File: src/rtl/sg_dma_pkg.sv
package sg_dma_pkg;
    typedef enum logic [2:0] {
        ST_IDLE,
        ST_FETCH,
        ST_EVAL,
        ST_SCAT,
        ST_GRD,
        ST_GCAP,
        ST_GSEND
    } eng_state_e;

    localparam int WORD_W     = 32;
    localparam int DESC_BYTES = 2 * WORD_W / 8;
endpackage

File: src/rtl/sg_desc_loader.sv
module sg_desc_loader #(
    parameter int WORD_W = 32
) (
    input  logic              clk,
    input  logic              rst_n,
    input  logic              cap,
    input  logic [7:0]        cap_byte,
    output logic [WORD_W-1:0] addr_word,
    output logic [WORD_W-1:0] cnt_word
);
    localparam int DW = 2 * WORD_W;

    logic [DW-1:0] sh_d, sh_q;

    // bytes arrive lowest first; shifting in from the top leaves byte 0 at the bottom
    always_comb begin
        sh_d = sh_q;
        if (cap) begin
            sh_d = {cap_byte, sh_q[DW-1:8]};
        end
    end

    always_ff @(posedge clk or negedge rst_n) begin
        if (!rst_n) begin
            sh_q <= '0;
        end else begin
            sh_q <= sh_d;
        end
    end

    assign addr_word = sh_q[WORD_W-1:0];
    assign cnt_word  = sh_q[DW-1:WORD_W];
endmodule

File: src/rtl/sg_len_tally.sv
module sg_len_tally #(
    parameter int CW     = 32,
    parameter int SECTOR = 512
) (
    input  logic          clk,
    input  logic          rst_n,
    input  logic          clr,
    input  logic          add_en,
    input  logic [CW-1:0] amount,
    output logic          mismatch
);
    typedef struct packed {
        logic [CW-1:0] total;
        logic          ovf;
    } tally_t;

    tally_t d, q;

    always_comb begin
        logic [CW:0] sum;
        d   = q;
        sum = {1'b0, q.total} + {1'b0, amount};
        if (clr) begin
            d.total = '0;
            d.ovf   = 1'b0;
        end else if (add_en) begin
            d.total = sum[CW-1:0];
            d.ovf   = q.ovf | sum[CW];
        end
    end

    always_ff @(posedge clk or negedge rst_n) begin
        if (!rst_n) begin
            q <= '0;
        end else begin
            q <= d;
        end
    end

    assign mismatch = q.ovf || (q.total != CW'(SECTOR));
endmodule

File: src/rtl/sg_dma_engine.sv
module sg_dma_engine
    import sg_dma_pkg::*;
#(
    parameter int AW     = 32,
    parameter int CW     = 32,
    parameter int SECTOR = 512
) (
    input  logic          clk,
    input  logic          rst_n,
    input  logic          start,
    input  logic          start_gather,
    input  logic [AW-1:0] list_base,
    output logic          busy,
    output logic          done,
    output logic          len_err,
    output logic          mem_req,
    output logic          mem_we,
    output logic [AW-1:0] mem_addr,
    output logic [7:0]    mem_wdata,
    input  logic [7:0]    mem_rdata,
    input  logic          dev_in_valid,
    output logic          dev_in_ready,
    input  logic [7:0]    dev_in_data,
    output logic          dev_out_valid,
    input  logic          dev_out_ready,
    output logic [7:0]    dev_out_data
);
    localparam int FIW = $clog2(DESC_BYTES) + 1;

    typedef struct packed {
        eng_state_e     st;
        logic           gather;
        logic [AW-1:0]  ptr;
        logic [AW-1:0]  cur;
        logic [CW-1:0]  remain;
        logic [FIW-1:0] fidx;
        logic [FIW-1:0] cidx;
        logic           rd_pend;
        logic [7:0]     obuf;
        logic           done;
        logic           len_err;
    } eng_t;

    eng_t d, q;

    logic              ld_cap;
    logic              tally_clr;
    logic              tally_add;
    logic              len_mismatch;
    logic [WORD_W-1:0] addr_word;
    logic [WORD_W-1:0] cnt_word;

    sg_desc_loader #(.WORD_W(WORD_W)) loader_i (
        .clk       (clk),
        .rst_n     (rst_n),
        .cap       (ld_cap),
        .cap_byte  (mem_rdata),
        .addr_word (addr_word),
        .cnt_word  (cnt_word)
    );

    sg_len_tally #(.CW(CW), .SECTOR(SECTOR)) tally_i (
        .clk      (clk),
        .rst_n    (rst_n),
        .clr      (tally_clr),
        .add_en   (tally_add),
        .amount   (CW'(cnt_word)),
        .mismatch (len_mismatch)
    );

    always_comb begin
        d         = q;
        d.done    = 1'b0;
        d.rd_pend = 1'b0;
        ld_cap    = 1'b0;
        tally_clr = 1'b0;
        tally_add = 1'b0;
        mem_req   = 1'b0;
        mem_we    = 1'b0;
        mem_addr  = q.cur;

        case (q.st)
            ST_IDLE: begin
                if (start) begin
                    d.st      = ST_FETCH;
                    d.gather  = start_gather;
                    d.ptr     = list_base;
                    d.fidx    = '0;
                    d.cidx    = '0;
                    d.len_err = 1'b0;
                    tally_clr = 1'b1;
                end
            end
            ST_FETCH: begin
                // one read issued per cycle; each byte captured the cycle after
                if (q.fidx < FIW'(DESC_BYTES)) begin
                    mem_req   = 1'b1;
                    mem_addr  = q.ptr + AW'(q.fidx);
                    d.fidx    = q.fidx + 1'b1;
                    d.rd_pend = 1'b1;
                end
                if (q.rd_pend) begin
                    ld_cap = 1'b1;
                    d.cidx = q.cidx + 1'b1;
                    if (q.cidx == FIW'(DESC_BYTES - 1)) begin
                        d.st = ST_EVAL;
                    end
                end
            end
            ST_EVAL: begin
                if (cnt_word == '0) begin
                    d.st      = ST_IDLE;
                    d.done    = 1'b1;
                    d.len_err = len_mismatch;
                end else begin
                    tally_add = 1'b1;
                    d.cur     = AW'(addr_word);
                    d.remain  = CW'(cnt_word);
                    d.ptr     = q.ptr + AW'(DESC_BYTES);
                    d.fidx    = '0;
                    d.cidx    = '0;
                    d.st      = q.gather ? ST_GRD : ST_SCAT;
                end
            end
            ST_SCAT: begin
                if (dev_in_valid) begin
                    mem_req  = 1'b1;
                    mem_we   = 1'b1;
                    d.cur    = q.cur + 1'b1;
                    d.remain = q.remain - 1'b1;
                    if (q.remain == CW'(1)) begin
                        d.st = ST_FETCH;
                    end
                end
            end
            ST_GRD: begin
                mem_req = 1'b1;
                d.st    = ST_GCAP;
            end
            ST_GCAP: begin
                d.obuf = mem_rdata;
                d.st   = ST_GSEND;
            end
            ST_GSEND: begin
                if (dev_out_ready) begin
                    d.cur    = q.cur + 1'b1;
                    d.remain = q.remain - 1'b1;
                    d.st     = (q.remain == CW'(1)) ? ST_FETCH : ST_GRD;
                end
            end
            default: d.st = ST_IDLE;
        endcase
    end

    always_ff @(posedge clk or negedge rst_n) begin
        if (!rst_n) begin
            q <= '0;
        end else begin
            q <= d;
        end
    end

    assign busy          = (q.st != ST_IDLE);
    assign done          = q.done;
    assign len_err       = q.len_err;
    assign mem_wdata     = dev_in_data;
    assign dev_in_ready  = (q.st == ST_SCAT);
    assign dev_out_valid = (q.st == ST_GSEND);
    assign dev_out_data  = q.obuf;
endmodule

File: config.mk
export PLATFORM = sky130hd
export DESIGN_NAME = sg_dma_engine
export DESIGN_NICKNAME = d
export VERILOG_FILES = /design/src/rtl/sg_dma_pkg.sv /design/src/rtl/sg_desc_loader.sv /design/src/rtl/sg_len_tally.sv /design/src/rtl/sg_dma_engine.sv
export SDC_FILE = /design/constraint.sdc
export NUM_CORES = 1
export LEC_CHECK = 0
export BUFFER_PORTS_ARGS = -buffer_cell sky130_fd_sc_hd__buf_2
export CORE_MARGIN = 2
export CORE_UTILIZATION = 55
export DETAILED_ROUTE_END_ITERATION = 6
export GPL_TIMING_DRIVEN = 0
export PLACE_DENSITY_LB_ADDON = 0.05
export SLEW_MARGIN = 20
export SYNTH_ARGS = -nofsm -noshare
export SYNTH_HDL_FRONTEND = slang
export SYNTH_SLANG_ARGS = --single-unit
export TNS_END_PERCENT = 5
File: constraint.sdc
create_clock -name clk -period 2.4 [get_ports clk]
set_input_delay 0 -clock clk [delete_from_list [all_inputs] [get_ports clk]]
set_output_delay 0 -clock clk [all_outputs]
set_load 0.01 [all_outputs]
Yosys cells after proc, flatten, opt, wreduce, memory -nomap -nowiden --
Cells that the tools add are included.
Word-level totals: input bits 54, latch bits 0, ROM bits 0, word-level logic and storage cells 94, register bits 216, memory bits (writable) 0, memories 0
Operators by class: equal/unequal tests 18, reductions and logical operators 15, shifts and indexed selects 0, mux-type cells 38, divide/modulo/power cells 0, bitwise gates (word level) 1, $add $sub $neg 7, multiply operators 0, $lt $le $gt $ge 1
Operators by type and width (count):
- $pmux W64 S3 | 1
- $mux W64 | 2
- $mux W104 | 1
- $mux W33 | 2
- $mux W32 | 2
- $pmux W32 S2 | 1
- $mux W36 | 1
- $add A32 B32 Y33 | 1
- $add A32 B1 Y32 const B | 1
- $add A32 B4 Y32 | 1
- $add A32 B4 Y32 const B | 1
- $eq A32 B1 Y1 const B | 1
- $logic_not A32 Y1 | 1
- $ne A32 B10 Y1 const B | 1
- $sub A32 B1 Y32 const B | 1
- $mux W3 | 8
- $pmux W8 S3 | 1
- $pmux W3 S7 | 1
- $ne A2 B2 Y1 const B | 7
- $mux W1 | 12
- $reduce_and A4 Y1 | 3
- $eq A3 B3 Y1 const B | 3
- $reduce_bool A3 Y1 | 3
- $add A4 B1 Y4 const B | 2
- 17 further kinds | 22

Logic depth before layout (Yosys ltp) --
Gate-level depths: netlist of the first run.
depth after elaboration 5, depth in mapped cells 12, gate-level depth less buffers 12

By module --
Synthesis of the first run repeated with hierarchy kept, for this count alone.
Unflattened totals: cells, all modules 1532, area total of the unflattened synthesis 14094.8 um^2
Modules (own cells, without submodules):
- sg_dma_engine | times used 1, area an instance 8259.2 um^2, sequential area each 2977.9 um^2, cells each 1039
- sg_len_tally | times used 1, area an instance 3156.8 um^2, sequential area each 825.8 um^2, cells each 358
- sg_desc_loader | times used 1, area an instance 2678.8 um^2, sequential area each 1601.5 um^2, cells each 135

Least setup slack after synthesis of the first run --
No wires, ideal clock.
kind reg-to-output, start register q[15] in the netlist's numbering, end output mem_addr[28], stages on the path, launching flop included 13, path slack -292 ps, data required time 2400 ps, arrival time 2692 ps, path buffers 0, cell sequence dfrtp_1 > ha_1 > inv_1 > fa_1 > and2b_1 > o21ai_1 > a211oi_2 > nand2_1 > nor2_1 > nand3_1 > nor4_1 > xnor2_1 > o21ai_0
Between the ends: cells in the longest elaborated chain, start to end 3, elaborated cells between the ends (all ways) 4, those cells by class add/sub: 1; order compare: 1; mux: 2
RTL lines:
- start: declaration | RTL line sg_dma_engine.sv:44 | eng_t d, q;
- start signal: assignment | RTL line sg_dma_engine.sv:157 | q <= '0;
- start signal: assignment | RTL line sg_dma_engine.sv:159 | q <= d;
- $add A32 B4 Y32 / $lt A4 B4 Y1 (equally long branches) | RTL line sg_dma_engine.sv:98, sg_dma_engine.sv:96
- $mux W32 * | RTL line sg_dma_engine.sv:96 | if (q.fidx < FIW'(DESC_BYTES)) begin
- $mux W32 * | RTL line sg_dma_engine.sv:82 | case (q.st)
- end: declaration | RTL line sg_dma_engine.sv:18 | output logic [AW-1:0] mem_addr,
Every way passes the cells marked *; elsewhere a longest branch is shown, timed or not.

Final worst setup path of the first run --
start register q[83] in the netlist's numbering, end output mem_addr[24]
Between the ends: cells in the longest elaborated chain, start to end 3
RTL lines:
- $add A32 B4 Y32 | RTL line sg_dma_engine.sv:98 | mem_addr = q.ptr + AW'(q.fidx);
- $mux W32 | RTL line sg_dma_engine.sv:96
- $mux W32 | RTL line sg_dma_engine.sv:82
Every way passes these cells.

==> reports/results.tsv, run 1 <==
metric	value	unit
HPWL after DPL	31.74	mm
peak supply drop	693.9	uV
CTS tree	built	
grt total ovfl	0	
GP Congestion	0.9531	
routed vias/inst	6.386	
Syn Area/Cell	8.507	um^2
Worst EP arrival	3230	ps
CTS clk-pin slew, worst paths	60	ps
top-area cell type share of the netlist area	40.57	%
Synth Area in Compound Gates	20.46	%
P per Cell Area	1141	mW/mm^2
synth warn	0	
fin area	0.01656	mm^2
Syn Inst Count	1566	
Vias	13354	
largest area contributor in the netlist	dfrtp_1	
wire per inst	22.11	um
largest cells by area after synthesis	dfrtp_1 41%, a21oi_1 7.1%, o21ai_0 6.2%	
clock share of power	20.8	%
skew final	8.262	ps
Critical path buffers and inverters	3	
CTS sink count	216	
final hold violation count	20	
number of synthesized flops with an enable pin	0	
Pleak	7.124	nW
Commonest cells post-synth	216 x dfrtp_1, 204 x nand2_1, 189 x a21oi_1	
TritonCTS buffer count	25	
layout cells sized above 1	25.68	%
Reg area	0.005436	mm^2
slowest cell delay on critical path	400	ps
DR DRC count	0	
R2R Setup Slk	-460	ps
cells on worst reg2reg path	10	
Synth Net Count	1664	
Worst setup SP type	flop	
register bit total from synthesis	216	
WHS	-24.84	ps
Clock Latency Late Sink	550	ps
Max Freq	309.5	MHz
antenna viol nets, final	0	
switching part of the total	44.79	%
Slew headroom	56.72	%
Sequential Power Share	33.4	%
RSZ-0062 raised after global routing	yes	
Antenna diodes	0	
area grow syn2layout	24.33	%
Post-DP Area	0.01432	mm^2
Max stage delay cell, worst path	dfrtp_1	
Cell Count, Final, Fillers Out	2091	
status	finished, violations left	
register area share after synthesis	40.57	%
first-pass GRT wire length	72.22	mm
GRT Overall Usage	35.46	%
Netlist cell types	77	
Crit Reg-Reg Endpoint	tally_i.q[31]	
port buffer count	100	
H-tree lvl count	1	
Post-Syn Area	0.01332	mm^2
failing checks	negative hold slack, negative setup slack	
area occupied by multi-input gates	0.007981	mm^2
CP Cell Sequence	ha_2 > inv_2 > fa_2 > and2b_1 > o21ai_2 > a211oi_2 > nand2_2 > nor2_4 > nand3_4 > buf_6 > nor3_4 > xnor2_2 > o21ai_1 > buf_2	
routed wire length	46.24	mm
Final Setup Violations	55	
worst r2r src	loader_i.sh_q[39]	
Post-layout nets	1851	
cell with the most instances after synthesis	dfrtp_1	
family with the most delay on the worst path	simple AND/OR/NAND/NOR gates	
Initial Util	56.42	%
P_sw	8.467	mW
Ports	109	
Final WS setup	-831.5	ps
Initial DRT Pass Iterations	6	
period utilization	134.6	%
chip height	159.6	um
Clock Tree Root	clkbuf_16	
Setup CP Type	reg2out	
combinational group share of total power	45.8	%
Placeable Area	0.02361	mm^2
CP Data Required Time	2400	ps
DRT iter0 DRCs	1665	
multiplexer share of the synthesized area	6.236	%
largest net degree at the start of global routing	86	
post-synthesis xor/xnor area fraction	3.748	%
asr flop ratio synth	100.0	%
adder-cell area share of the yosys netlist	4.245	%
max_cap viols	0	
main combinational cell family by area after synthesis	compound AO/OA/AOI/OAI gates	
std cell rows	56	
Tightest Pin Transition	649.1	ps
die area	0.02548	mm^2
width of the die	159.6	um
simple-gate portion of the synthesized area	20.08	%
Slew Viols, Final	0	
CP Max Fanout	2	
Int Pwr	10.44	mW
Tot Pwr	18.90	mW
CP endpoint kind	primary output	
Most used DFF post-synth	dfrtp_1	
vias in the first global route	13070	
final critical-path required period	3232	ps
final core utilization	70.14	%
Fill cells	1886	
Inst Count DP	1987	
worst hold path class	in2async	
initial antenna violation count	1	
Longest Clk Path Bufs	3	
[per-stage QoR]
| stage | hold WS, ps | setup WS (ps) | TNS [ps] |
|---|---|---|---|
| 6_report | -24.84 | -831.5 | -19630 |
| 5_1_grt | 22.56 | -955.5 | -29840 |
| 4_1_cts | 4.424 | -869.8 | -18080 |
| 3_5_place_dp | -43.16 | -871.2 | -98450 |
| 3_3_place_gp | 184.3 | -2496 | -624160 |
| 2_1_floorplan | -295.6 | -68.99 | -400.0 |
[placed cells by master (no fill, tap or decap), drive strengths merged, types with 32 or more instances in the layout]
cell type	Yosys	routed
ha	42	42
nor2	120	120
a21oi	190	190
buf	39	166
dfrtp	216	216
xnor2	36	36
inv	30	32
nor3	36	36
nand2	204	204
o21ai	168	168
nand3	76	76
clkbuf	70	91
mux2	72	72
dlygate4sd3	0	44
[flip-flops by register name, indices dropped and copies added, names as in the netlist]
| register | count |
|---|---|
| q | 109 |
| dev_out_data | 8 |
| len_err | 1 |
| loader_i.sh_q | 64 |
| tally_i.q | 33 |
| done | 1 |
[power by group through the flow]
stage                     Combinational [mW]  Clock, mW  Sequential, mW
after floorplan                         5.25          0            5.72
after global placement                  7.45          0            6.14
after detailed placement                7.59          0            6.17
after CTS                               8.14       3.93            6.16
after global routing                    9.41       4.09            6.42
final                                   8.67       3.93            6.31
[repair_timing]
item | CTS | global route
setup endpoints to repair | 207 | 177
pin swaps | 32 | 23
resized for setup | 162 | 121
hold buffers | 44 | 0
setup buffers | 10 | 4
endpoints found under the hold margin | 266 | 0
[how the worst max path moves through the flow]
stage / depth (start not counted) / slack, ps / to / from
after floorplan: 12 / -70 / mem_addr[20] / q[15]
after global placement: 1 / -2500 / tally_i.q[13] / rst_n
after detailed placement: 6 / -870 / q[40] / q[117]
after CTS: 13 / -870 / mem_addr[28] / q[83]
after global routing: 14 / -960 / mem_addr[18] / q[83]
final: 14 / -830 / mem_addr[24] / q[83]
[final cells by class]
cell class                 count  area share (%)
multi-input combinational   1211           48.19
sequential                   216           32.82
timing repair buffer         160           6.754
buffer                       109           4.087
clock inverter                14          0.8763
tap                          319           2.410
inverter                      30          0.6799
clock buffer                  32           4.178
[metal layers]
| metal | track usage (%) | share of wire, % | routed length [um] | vias up |
|---|---|---|---|---|
| li1 | - | - | - | 6034 |
| met1 | 46.52 | 40 | 18580 | 6441 |
| met2 | 59.52 | 47 | 21890 | 754 |
| met3 | 5.636 | 8.7 | 4004 | 125 |
| met4 | 13.10 | 3.8 | 1774 | 0 |
| met5 | 0 | 0 | 0 | - |
[cells by family after synthesis]
group,after synthesis
xor gates and xnor gates,57
muxes,74
buffers and inverters,139
adders and majority gates,44
AOI/OAI and AO/OA,478
DFF,216
and+or+nand+nor,558
Power figures use the tool's default switching activity.
==> inputs of run 2 (changes only) <==
--- a/config.mk
+++ b/config.mk
@@ -7,12 +7,13 @@
 export LEC_CHECK = 0
 export BUFFER_PORTS_ARGS = -buffer_cell sky130_fd_sc_hd__buf_2
 export CORE_MARGIN = 2
-export CORE_UTILIZATION = 55
+export CORE_UTILIZATION = 56
 export DETAILED_ROUTE_END_ITERATION = 6
 export GPL_TIMING_DRIVEN = 0
 export PLACE_DENSITY_LB_ADDON = 0.05
 export SLEW_MARGIN = 20
 export SYNTH_ARGS = -nofsm -noshare
 export SYNTH_HDL_FRONTEND = slang
+export SYNTH_HIERARCHICAL = 1
 export SYNTH_SLANG_ARGS = --single-unit
 export TNS_END_PERCENT = 5
==> constraint.sdc (replaced) <==
create_clock -name clk -period 4.04 [get_ports clk]
set_input_delay 0 -clock clk [delete_from_list [all_inputs] [get_ports clk]]
set_output_delay 0 -clock clk [all_outputs]
set_load 0.01 [all_outputs]
==> reports/results.tsv, run 2 <==
metric	value	unit
Vias	13066	
area grow syn2layout	16.35	%
Cell Count, Final, Fillers Out	2055	
Syn Area/Cell	9.200	um^2
Antenna diodes	0	
final core utilization	65.69	%
Largest Register	q	
Commonest cells post-synth	216 x dfrtp_1, 142 x nand2_1, 129 x nor2_1	
synth warn	6	
HPWL after DPL	32.67	mm
CTS sink count	216	
asr flop ratio synth	100.0	%
Clock Tree Root	clkbuf_16	
Ports	109	
number of synthesized flops with an enable pin	0	
layout cells sized above 1	17.86	%
routed vias/inst	6.358	
status	finished, violations left	
initial antenna violation count	0	
Initial DRT Pass Iterations	7	
first-pass GRT wire length	71.12	mm
Clock Latency Late Sink	550	ps
max reg flops	109	
WHS	-1.813	ps
Most used DFF post-synth	dfrtp_1	
wire per inst	22.00	um
Netlist cell types	93	
DR DRC count	0	
width of the die	162.7	um
cell with the most instances after synthesis	dfrtp_1	
Longest Clk Path Bufs	3	
register area share after synthesis	38.35	%
CP Data Required Time	4430	ps
failing checks	negative hold slack	
Post-Syn Area	0.01409	mm^2
Reg area	0.005405	mm^2
worst hold path class	in2async	
Tightest Pin Transition	1073	ps
GRT Overall Usage	34.42	%
Worst setup SP type	flop	
CTS tree	built	
largest net degree at the start of global routing	82	
area occupied by multi-input gates	0.007913	mm^2
top-area cell type share of the netlist area	38.35	%
TritonCTS buffer count	26	
Inst Count DP	1964	
Placeable Area	0.02496	mm^2
Max Freq	267.0	MHz
final critical-path required period	3746	ps
Top Registers	q (109), loader_i/sh_q (64), tally_i/q (33)	
period utilization	92.71	%
CP endpoint kind	flop	
Setup Buffers After CTS	0	
Initial Util	56.46	%
RSZ-0062 raised after global routing	no	
Post-layout nets	1804	
final hold violation count	1	
GP Congestion	0.9742	
largest area contributor in the netlist	dfrtp_1	
Synth Net Count	1630	
Final Setup Violations	0	
skew final	22.88	ps
Syn Inst Count	1532	
antenna viol nets, final	0	
Fill cells	2153	
register bit total from synthesis	216	
chip height	162.7	um
most common cell after layout, fill and taps aside	dfrtp_1	
Slew headroom	27.86	%
CTS clk-pin slew, worst paths	60	ps
vias in the first global route	12415	
CP Max Fanout	13	
H-tree lvl count	1	
port buffer count	100	
Tot Pwr	12.80	mW
Setup CP Type	reg2reg	
Slew Viols, Final	0	
grt total ovfl	0	
peak supply drop	551.5	uV
routed wire length	45.22	mm
most frequent cells in the layout	216 x dfrtp_1, 142 x nand2_1, 128 x nor2_1	
Worst EP arrival	4130	ps
max_cap viols	0	
Pleak	7.042	nW
largest cells by area after synthesis	dfrtp_1 38%, mux2_4 6.4%, o21ai_0 4.2%	
std cell rows	58	
DRT iter0 DRCs	1413	
P per Cell Area	780.7	mW/mm^2
die area	0.02646	mm^2
-- run 2: changes by cell type after synthesis, sizes merged, moves of 10 or more --
cell	delta
nand4	+12
a21oi	-70
nand3	-37
o21ai	-44
o2bb2ai	+11
nor4	+10
o21a	+12
nand2	-61
or3	+18
mux2i	+20
-- run 2: cells by family (layout without fill, tap and decap cells) --
family | Yosys count | count (layout) | share of synthesized area (%)
and+or+nand+nor | 532 | 532 | 19.15
AOI/OAI and AO/OA | 448 | 448 | 20.60
DFF | 216 | 216 | 38.35
buffers and inverters | 144 | 337 | 5.530
muxes | 99 | 99 | 9.312
xor gates and xnor gates | 49 | 49 | 3.045
adders and majority gates | 44 | 44 | 4.012
-- run 2: metal layers --
metal | track usage (%) | vias up | wire length, um
met5 | 0 | - | 0
met4 | 9.533 | 0 | 1246
met3 | 7.207 | 92 | 4331
met2 | 51.66 | 668 | 19570
met1 | 50.59 | 6277 | 20070
li1 | - | 6029 | -
-- run 2: layout make-up --
type | instances | share of cell area, %
multi-input combinational | 1172 | 48.25
sequential | 216 | 32.96
timing repair buffer | 147 | 6.195
clock buffer | 38 | 4.677
buffer | 111 | 4.059
tap | 330 | 2.518
inverter | 32 | 0.7324
clock inverter | 9 | 0.6104
-- run 2: final timing paths --
path | end | cells past startpoint | from | slack (ps)
max in group asynchronous | q[86] | 4 | rst_n | 2870
min in group clk | q[108] | 4 | start | 20
worst max register to register | tally_i/q[32] | 11 | loader_i/sh_q[33] | 290
worst max-delay path | tally_i/q[32] | 11 | loader_i/sh_q[33] | 290
worst min register to register | dev_out_data[1] | 1 | dev_out_data[1] | 510
worst min-delay path | tally_i/q[5] | 2 | rst_n | -2
-- run 2: repair_timing --
item / 4_1_cts / 5_1_grt
endpoints found under the setup margin: 24 / 18
hold buffers: 45 / 0
gates cloned: 0 / 0
resized for setup: 3 / 2
endpoints found under the hold margin: 185 / 0
pin swaps: 0 / 0
-- run 2: worst max-delay path, stage by stage, from the launching register on --
cell      delay, ps
dfrtp_1         460
nor4_1          340
nand2_1         210
or4_1           700
nand2_2         270
inv_1           380
inv_1           270
buf_2           300
clkbuf_2        340
nor3_1           80
mux2i_1         140
o21ai_0          90
-- run 2: report_power, final --
group / leakage, nW / switching [mW] / internal [mW] / total, mW
Sequential: 2.81 / 0.978 / 2.92 / 3.90
Clock: 0.424 / 0.945 / 1.44 / 2.38
Combinational: 3.80 / 4.05 / 2.47 / 6.52
-- run 2: through the flow --
stage	area [um^2]	worst slack, ps	setup TNS (ps)
final	16400	294.3	0
after global routing	16400	141.2	0
after CTS	16400	143.6	0
after detailed placement	15070	-302.4	-4854
after global placement	15010	-950.6	-206930
after floorplan	14090	1131	0
==> inputs of run 3 (changes only) <==
--- a/config.mk
+++ b/config.mk
@@ -6,8 +6,11 @@
 export NUM_CORES = 1
 export LEC_CHECK = 0
 export BUFFER_PORTS_ARGS = -buffer_cell sky130_fd_sc_hd__buf_2
+export CELL_PAD_IN_SITES_DETAIL_PLACEMENT = 0
+export CELL_PAD_IN_SITES_GLOBAL_PLACEMENT = 2
 export CORE_MARGIN = 2
-export CORE_UTILIZATION = 56
+export CORE_UTILIZATION = 42
+export CTS_CLUSTER_SIZE = 30
 export DETAILED_ROUTE_END_ITERATION = 6
 export GPL_TIMING_DRIVEN = 0
 export PLACE_DENSITY_LB_ADDON = 0.05
==> reports/results.tsv, run 3 (synthesized netlist as in run 2, its figures left out) <==
metric	value	unit
first-pass GRT wire length	77.49	mm
Tightest Pin Transition	1117	ps
worst r2r src	q[116]	
DRT iter0 DRCs	1188	
CP Max Fanout	10	
std cell rows	67	
final core utilization	50.14	%
largest net degree at the start of global routing	87	
Max Freq	258.6	MHz
Post-layout nets	1811	
Final Setup Violations	0	
width of the die	187.2	um
worst hold path class	in2reg	
Top Registers	q (109), loader_i/sh_q (64), tally_i/q (33)	
P per Cell Area	788.3	mW/mm^2
Ports	109	
Longest Clk Path Bufs	3	
Setup CP Type	reg2reg	
wire per inst	22.95	um
min-delay src	start	
die area	0.03504	mm^2
combinational group share of total power	50.9	%
Tot Pwr	13.15	mW
DR DRC count	0	
Initial Util	42.35	%
Antenna diodes	0	
max reg flops	109	
Slew Viols, Final	0	
Clock Latency Late Sink	550	ps
max_cap viols	0	
CTS sink count	216	
chip height	187.2	um
H-tree lvl count	1	
GP Congestion	0.8825	
vias in the first global route	12507	
HPWL after DPL	36.30	mm
Cell Count, Final, Fillers Out	2182	
port buffer count	100	
routed wire length	50.08	mm
Final WS setup	172.8	ps
Vias	12910	
layout cells sized above 1	18.34	%
routed vias/inst	5.917	
Slew headroom	25.06	%
status	finished, final reports clean	
CTS tree	built	
switching part of the total	47.15	%
clock share of power	19.4	%
dpl ws	-622.4	ps
TritonCTS buffer count	28	
Initial DRT Pass Iterations	5	
area grow syn2layout	18.38	%
Worst EP arrival	4340	ps
peak supply drop	566.0	uV
Inst Count DP	2082	
CP endpoint kind	flop	
Placeable Area	0.03328	mm^2
period utilization	95.72	%
antenna viol nets, final	0	
Worst setup SP type	flop	
Pleak	7.108	nW
GRT Overall Usage	28.41	%
skew final	16.44	ps
CTS clk-pin slew, worst paths	60	ps
final hold violation count	0	
most common cell after layout, fill and taps aside	dfrtp_1	
P_sw	6.203	mW
most frequent cells in the layout	216 x dfrtp_1, 142 x nand2_1, 128 x nor2_1	
final critical-path required period	3867	ps
RSZ-0062 raised after global routing	no	
CP Data Required Time	4510	ps
Int Pwr	6.951	mW
Sequential Power Share	29.7	%
grt total ovfl	0	
Clock Tree Root	clkbuf_16	
worst setup path startpoint	q[116]	
initial antenna violation count	1	
Largest Register	q	
==> run 3: cell count changes in the layout (fill, tap and decap cells not counted), sizes merged <==
cell         change
buf              +4
clkinv           -1
inv              -1
bufinv           -2
clkbuf           +7
dlygate4sd3      +2
==> run 3: worst max-delay path: stages, from the launching register on <==
cell and delay [ps]:
dfrtp_1 360, clkbuf_8 160, nor3b_1 150, o21ai_1 870, nand2_1 690, o21ai_1 610, clkbuf_1 600, o22ai_1 220
nor2_1 120
==> run 3: final timing paths <==
path | slack, ps | to | depth (start not counted)
worst max-delay path | 170 | q[70] | 8
worst min-delay path | 20 | q[116] | 4
worst max register to register | 170 | q[70] | 8
worst min register to register | 510 | dev_out_data[0] | 1
max in group asynchronous | 2440 | q[78] | 5
min in group asynchronous | 470 | tally_i/q[20] | 3
==> run 3: power groups by stage <==
stage | Sequential [mW] | Combinational (mW) | Clock (mW)
floorplan | 3.50 | 4.48 | 0
CTS | 3.88 | 6.60 | 2.59
global placement | 3.89 | 6.47 | 0
finish | 3.91 | 6.70 | 2.55
detailed placement | 3.91 | 6.51 | 0
global route | 4.00 | 7.29 | 2.68
==> run 3: per-layer routing <==
metal	up-vias	global-route usage [%]	share of wire [%]
met5	-	0	0
met4	0	6.807	2.4
met3	75	3.959	7.0
met2	483	42.34	43
met1	6312	43.29	48
li1	6040	-	-
==> run 3: through the flow <==
stage                     hold WS, ps  cell area [um^2]  setup TNS, ps
final                           16.65             16690              0
after detailed placement       -57.91             15220         -14570
after CTS                       5.028             16670              0
after floorplan                -295.6             14090              0
after global routing            38.12             16690              0
after global placement          184.9             15160        -266750
==> run 3: area by class of cell <==
| cell class | instances | area, um^2 |
|---|---|---|
| tap | 448 | 560.5 |
| clock inverter | 5 | 27.53 |
| buffer | 111 | 665.6 |
| sequential | 216 | 5405 |
| multi-input combinational | 1172 | 7913 |
| inverter | 32 | 123.9 |
| timing repair buffer | 152 | 1071 |
| clock buffer | 46 | 919.6 |
| fill | 3201 | 16590 |
==> run 3: what timing repair did <==
item / CTS / global route
resized for setup: 5 / 1
buffers inserted: 0 / 2
hold endpoints to repair: 180 / 0
endpoints found under the setup margin: 33 / 13
gates cloned: 0 / 0
hold buffers: 48 / 0
